<file path="src/rtl/sdram_init_seq.sv">
module sdram_init_seq #(
  parameter int ROW_W   = 13,
  parameter int BANK_W  = 2,
  parameter int GAP_W   = 8,
  parameter int PRE_W   = 8,
  parameter int RTC_W   = 8,
  parameter int CBR_NUM = 8,
  parameter int AP_BIT  = 10
) (
  input  logic              clk,
  input  logic              rst_n,
  input  logic              start,
  input  logic [GAP_W-1:0]  trp_gap,
  input  logic [GAP_W-1:0]  trfc_gap,
  input  logic [GAP_W-1:0]  tmrd_gap,
  input  logic [ROW_W-1:0]  mode_val,
  input  logic [PRE_W-1:0]  prescale,
  input  logic [RTC_W-1:0]  refresh_cnt,
  output logic [1:0]        cmd_o,
  output logic [ROW_W-1:0]  addr_o,
  output logic [BANK_W-1:0] ba_o,
  output logic              init_done,
  output logic              refresh_req
);
  localparam int CBR_W = (CBR_NUM > 1) ? $clog2(CBR_NUM) : 1;
  localparam logic [CBR_W-1:0] CBR_LAST = CBR_W'(CBR_NUM - 1);

  localparam logic [1:0] CMD_NOP = 2'd0;
  localparam logic [1:0] CMD_PRE = 2'd1;
  localparam logic [1:0] CMD_REF = 2'd2;
  localparam logic [1:0] CMD_MRS = 2'd3;

  typedef enum logic [2:0] {S_IDLE, S_WPRE, S_WREF, S_WMRS, S_RUN} state_t;

  state_t            st;
  logic [GAP_W-1:0]  gap_q;
  logic [CBR_W-1:0]  ref_idx;
  logic [PRE_W-1:0]  pre_q;
  logic [RTC_W-1:0]  rt_q;
  logic [1:0]        cmd_q;
  logic [ROW_W-1:0]  addr_q;
  logic [BANK_W-1:0] ba_q;
  logic              done_q;
  logic              req_q;

  wire gap_zero = (gap_q == '0);
  wire pre_wrap = (pre_q == prescale);
  wire rt_wrap  = (rt_q == refresh_cnt);

  assign cmd_o       = cmd_q;
  assign addr_o      = addr_q;
  assign ba_o        = ba_q;
  assign init_done   = done_q;
  assign refresh_req = req_q;

  always_ff @(posedge clk or negedge rst_n) begin
    if (!rst_n) begin
      st      <= S_IDLE;
      gap_q   <= '0;
      ref_idx <= '0;
      pre_q   <= '0;
      rt_q    <= '0;
      cmd_q   <= CMD_NOP;
      addr_q  <= '0;
      ba_q    <= '0;
      done_q  <= 1'b0;
      req_q   <= 1'b0;
    end else begin
      cmd_q  <= CMD_NOP;
      addr_q <= '0;
      ba_q   <= '0;
      req_q  <= 1'b0;
      case (st)
        S_IDLE: begin
          if (start) begin
            cmd_q          <= CMD_PRE;
            addr_q[AP_BIT] <= 1'b1;
            gap_q          <= trp_gap;
            st             <= S_WPRE;
          end
        end
        S_WPRE: begin
          if (gap_zero) begin
            cmd_q   <= CMD_REF;
            gap_q   <= trfc_gap;
            ref_idx <= '0;
            st      <= S_WREF;
          end else begin
            gap_q <= gap_q - 1'b1;
          end
        end
        S_WREF: begin
          if (gap_zero) begin
            if (ref_idx == CBR_LAST) begin
              cmd_q  <= CMD_MRS;
              addr_q <= mode_val;
              gap_q  <= tmrd_gap;
              st     <= S_WMRS;
            end else begin
              cmd_q   <= CMD_REF;
              gap_q   <= trfc_gap;
              ref_idx <= ref_idx + 1'b1;
            end
          end else begin
            gap_q <= gap_q - 1'b1;
          end
        end
        S_WMRS: begin
          if (gap_zero) begin
            done_q <= 1'b1;
            pre_q  <= '0;
            rt_q   <= '0;
            st     <= S_RUN;
          end else begin
            gap_q <= gap_q - 1'b1;
          end
        end
        S_RUN: begin
          if (pre_wrap) begin
            pre_q <= '0;
            if (rt_wrap) begin
              rt_q  <= '0;
              req_q <= 1'b1;
            end else begin
              rt_q <= rt_q + 1'b1;
            end
          end else begin
            pre_q <= pre_q + 1'b1;
          end
        end
        default: st <= S_IDLE;
      endcase
    end
  end
endmodule


</file>
<file path="config.mk">
export PLATFORM = sky130hd
export DESIGN_NAME = sdram_init_seq
export DESIGN_NICKNAME = d
export VERILOG_FILES = /design/src/rtl/sdram_init_seq.sv
export SDC_FILE = /design/constraint.sdc
export NUM_CORES = 1
export LEC_CHECK = 0
export ABC_AREA = 1
export BUFFER_PORTS_ARGS = -buffer_cell sky130_fd_sc_hd__buf_2
export CAP_MARGIN = 30
export CORE_MARGIN = 5
export CORE_UTILIZATION = 55
export DETAILED_ROUTE_END_ITERATION = 8
export GPL_TIMING_DRIVEN = 0
export PLACE_DENSITY_LB_ADDON = 0.15
export REMOVE_ABC_BUFFERS = 1
export SYNTH_ARGS = -nofsm -noshare
export SYNTH_HDL_FRONTEND = slang
export SYNTH_SLANG_ARGS = --single-unit
export TNS_END_PERCENT = 1
</file>
<file path="constraint.sdc">
create_clock -name clk -period 3.2 [get_ports clk]
set_input_delay 0.64 -clock clk [delete_from_list [all_inputs] [get_ports clk]]
set_output_delay 0.64 -clock clk [all_outputs]
set_load 0.01 [all_outputs]
</file>
Word level (Yosys, flattened, before mapping)

Index checks and enable logic that the tools add are counted.

Bits in registers: 47
Latch bits: 0
Memories: 0
Bits in writable memories: 0
Word-level logic and storage cells: 76
ROM bits: 0

Order comparisons: 0
Reduce and logical (&&, ||, !) cells: 11
$mul: 0
Add/sub/neg operators: 4
Bitwise logic cells: 1
Shift operators: 0
Equality and inequality tests: 15
Mux-type cells: 36
Div/mod/pow operators: 0

Operators by type and width:

| kind                                             | count |
|---|---|
| 2-to-1 mux 8 bit                                 | 9 |
| one-hot mux 8 bit (2 select lines)               | 2 |
| one-hot mux 8 bit (4 select lines)               | 1 |
| 2-to-1 mux 13 bit                                | 2 |
| 2-to-1 mux 3 bit                                 | 8 |
| adder 8 x 1 -> 8 bit, second input constant      | 2 |
| == test 8 bit                                    | 2 |
| != test 2 bit, second input constant             | 8 |
| one-hot mux 3 bit (5 select lines)               | 1 |
| 2-to-1 mux 10 bit                                | 1 |
| zero test 8 bit                                  | 1 |
| subtractor 8 x 1 -> 8 bit, second input constant | 1 |
| == test 3 x 2 -> 1 bit, second input constant    | 2 |
| == test 3 bit, second input constant             | 2 |
| 2-to-1 mux 1 bit                                 | 6 |
| 2-to-1 mux 2 bit                                 | 3 |
| one-hot mux 2 bit (3 select lines)               | 1 |
| one-hot mux 3 bit (2 select lines)               | 1 |
| AND reduction 3 bit                              | 2 |
| AND reduction 6 bit                              | 1 |
| AND reduction 2 bit                              | 2 |
| AND reduction 4 bit                              | 1 |
| nonzero test 2 bit                               | 2 |
| nonzero test 4 bit                               | 1 |
| other kinds (5)                                  | 5 |

Longest topological paths before layout

Depth after elaboration: 4
Gate-level depth with buffers: 11
Mapped depth without buffers: 11

Worst setup path after synthesis

Ideal clock, no wire load.

Kind: register to register
Start: reg gap_q[0]
End: reg gap_q[3]
Stages on the path, launching flop included: 11
Arrival: 1504 ps
Path slack: 1580 ps
Clock period less this slack: 1620 ps
Cell sequence: dfrtp_1 inv_1 ha_1 nand2_1 nor2_2 nand2_1 nand3_2 buf_4 a21oi_1 nand2_1 nand2_1

Cells in the longest elaborated chain, start to end: 3
Elaborated cells on any way between the ends: 8

Ends and longest elaborated chain:

| element                                                                          | line | RTL |
|---|---|---|
| from (decl)                                                                      | 36   | `logic [GAP_W-1:0] gap_q;` |
| from (signal assigned)                                                           | 78   | `gap_q <= trp_gap;` |
| from (signal assigned)                                                           | 85   | `gap_q <= trfc_gap;` |
| from (signal assigned)                                                           | 89   | `gap_q <= gap_q - 1'b1;` |
| subtractor 8 x 1 -> 8 bit / zero test 8 bit (equally long branches)              | --   |  |
| 2-to-1 mux 8 bit, or another cell as far along                                   | 109  | `if (gap_zero) begin` |
| one-hot mux 8 bit (4 select lines) / AND reduction 3 bit (equally long branches) | --   |  |

Several ways; a longest one is shown, not always the timed one. The select of a mux whose other input is x is not followed.
A chain may end at the register's enable or synchronous reset.

Worst setup path after layout

Start: reg gap_q[0]
End: reg gap_q[4]

Same word-level chain as after synthesis.

==> flow_metrics.env <==
export IMPL_instances_no_fill=605
export IMPL_postLayoutCellArea_sq_mm=0.00352
export IMPL_setup_worst_path_end_class="flip-flop"
export IMPL_ys_top_cells_by_area="dfrtp_1 39%, nand2_1 21%, inv_1 8.6%"
export IMPL_grt_usage=0.201
export IMPL_hold_viol=0
export IMPL_place_congestion=0.874
export IMPL_grt_pass1_wl_mm=11.7
export IMPL_synth_largest_area_cell="dfrtp_1"
export IMPL_max_slew_margin=0.625
export IMPL_die_h_microns=83.9
export IMPL_placedCellCount=597
export IMPL_nNetsFinal=593
export IMPL_synth_top_area_frac=0.391
export IMPL_syn_inst=458
export IMPL_r2r_cells=11
export IMPL_clock_sinks=47
export IMPL_peakVddDrop_uv=319
export IMPL_chipWidth_microns=83.9
export IMPL_antenna_left=0
export IMPL_area_growth_pct=17.0
export IMPL_num_vias=2909
export IMPL_synthAdderAreaFrac=0.0208
export IMPL_io_pins=75
export IMPL_rsz0062_at_grt="false"
export IMPL_tightest_slew_ps=561
export IMPL_cts_post_setup_buffers_inserted=0
export IMPL_cts_hold_buf=0
export IMPL_drive_gt1_frac=0.178
export IMPL_synth_cell_types=28
export IMPL_drc=0
export IMPL_wire_per_inst_microns=11.3
export IMPL_antenna_cells=0
export IMPL_cts_buffer_depth=2
export IMPL_drv_slew=0
export IMPL_worstSetupPathType="flip-flop to flip-flop"
export IMPL_synthXorXnorAreaFrac=0.0437
export IMPL_synth_area_sq_mm=0.00301
export IMPL_grt_max_degree=35
export IMPL_synth_top_family_by_area="simple AND/OR/NAND/NOR gates"
export IMPL_fin_skew_ps=7.50
export IMPL_htree_levels=2
export IMPL_reg2reg_from="gap_q[0]"
export IMPL_worstPathRequired_ps=3400
export IMPL_grt_antenna_before_repair=0
export IMPL_totalWireLength_mm=6.84
export IMPL_root_buffer="clkbuf_8"
export IMPL_row_count=27
export IMPL_drv_cap=0
export IMPL_cts_resized=0
export IMPL_powerDensity_mw_per_mm2=370
export IMPL_drt_iter0_markers=117
export IMPL_crit_arrival_ps=2250
export IMPL_overflow=0
export IMPL_cts_made_buffers=5
export IMPL_critPathCapture="gap_q[4]"
export IMPL_yosysWarnings=0
export IMPL_final_util=0.651
export IMPL_period_needed_ps=2050
export IMPL_insertion_delay_ps=300
export IMPL_cp_max_fo=13
export IMPL_clkTransAtPathRegs_ps=90
export IMPL_fmax_mhz=489
export IMPL_start_util=0.556
export IMPL_first_pass_iters=4
export IMPL_cellLeakagePower_nw=2.15
export IMPL_yosys_area_share_simple=0.381
export IMPL_synth_compound_area_frac=0.0504
export IMPL_place_area_sq_mm=0.00343
export IMPL_fin_crit_sh=0.639
export IMPL_grt_pass1_vias=2725
export IMPL_viasPerCell=4.81
export IMPL_status="complete, no violations"
export IMPL_portBuffers=72
export IMPL_muxShareOfSynthArea=0
export IMPL_core_sq_mm=0.00541
export IMPL_synth_avg_cell_area_sq_um=6.56
export IMPL_dieArea_sq_mm=0.00705
export IMPL_worst_setup_path_start_kind="flip-flop"
export IMPL_reg2reg_slack_ps=1150
export IMPL_ys_ff_latch=47
export IMPL_hold_path_class="input pin to async pin"
export IMPL_critical_path_startpoint="gap_q[0]"
export IMPL_r2r_end="gap_q[4]"
export IMPL_cts_tree="done"
export IMPL_post_dp_hpwl_mm=5.27
export IMPL_p_total_mw=1.30
export IMPL_fill_cells=526
export IMPL_setup_violations=0
export IMPL_finalSetupTns_ps=0
export IMPL_ys_seq_area_frac=0.391
## worst min-delay path by stage
stage	start	endpoint	slack, ps	cells after the start
3_5_place_dp	ref_idx[0]	ref_idx[0]	470	1
6_report	rst_n	cmd_o[1]	230	1
4_1_cts	rst_n	cmd_o[1]	250	1
5_1_grt	rst_n	gap_q[2]	260	1
3_3_place_gp	ref_idx[0]	ref_idx[0]	470	1
2_1_floorplan	rst_n	addr_o[0]	340	0
## metrics by stage
| stage | hold WS, ps | setup slack (ps) |
|---|---|---|
| 6_report | 234 | 1150 |
| 2_1_floorplan | 344 | 1580 |
| 3_3_place_gp | 474 | 1210 |
| 4_1_cts | 248 | 1170 |
| 3_5_place_dp | 474 | 1190 |
| 5_1_grt | 255 | 889 |
## sequential cells by signal (all words and copies together), names as in the netlist
| signal | count |
|---|---|
| addr_o | 13 |
| cmd_o | 2 |
| gap_q | 8 |
| init_done | 1 |
| pre_q | 8 |
| ref_idx | 3 |
| refresh_req | 1 |
| rt_q | 8 |
| st | 3 |
## kinds of logic (layout without fill, tap and decap cells)
family,Yosys count,count (layout)
AOI/OAI and AO/OA,29,29
adders and majority gates,5,5
buffers and inverters,84,158
DFF,47,47
and+or+nand+nor,277,277
xor gates and xnor gates,15,15
other,1,2
## placed cells by master (no fill, tap or decap), drive strengths merged
master	synthesis	final
o22ai	3	3
dfrtp	47	47
nand3	45	45
xnor2	8	8
clkinv	1	2
clkinvlp	0	1
xor2	7	7
clkbuf	1	6
o21bai	1	1
nor3	3	3
conb	1	2
o21ai	14	14
a21oi	11	11
inv	76	76
ha	5	5
nand3b	1	1
nand4	1	1
buf	6	73
nor2	59	59
nand2	168	168
## final cells by class
cell class	count	area, sq um	area share
clock buffer	6	72.6	0.0206
tap	72	90.1	0.0256
multi-input combinational	328	1500	0.426
clock inverter	2	12.5	0.00356
timing repair buffer	73	380	0.108
inverter	77	289	0.0821
sequential	47	1180	0.334
## routing by layer
metal / global-route usage / share of wire
met1: 0.251 / 0.45
met2: 0.343 / 0.47
met3: 0.0582 / 0.073
met4: 0.0439 / 0.0089
met5: 0 / 0
## cell usage after synthesis (all sizes together)
cell    number
a21oi       11
buf          6
clkbuf       1
clkinv       1
conb         1
dfrtp       47
ha           5
inv         76
nand2      168
nand3       45
nand3b       1
nand4        1
nor2        59
nor3         3
o21ai       14
o21bai       1
o22ai        3
xnor2        8
xor2         7
## report_power, final
part	total, mW	leakage (nW)	internal (mW)	switching, mW
clock	0.356	0.0412	0.153	0.203
combinational	0.242	1.48	0.115	0.127
sequential	0.704	0.633	0.643	0.0612
## worst max-delay path: stages, from the launching register on
cell,delay [ps]
dfrtp_1,420
inv_1,110
ha_1,210
nand2_1,70
nor2_1,80
nand3_1,410
nand2_1,190
nand2_1,180
nand2_1,120
nand3_1,80
nand2_1,60
nand2_1,40
No activity file was read; power rests on OpenSTA's default activity.
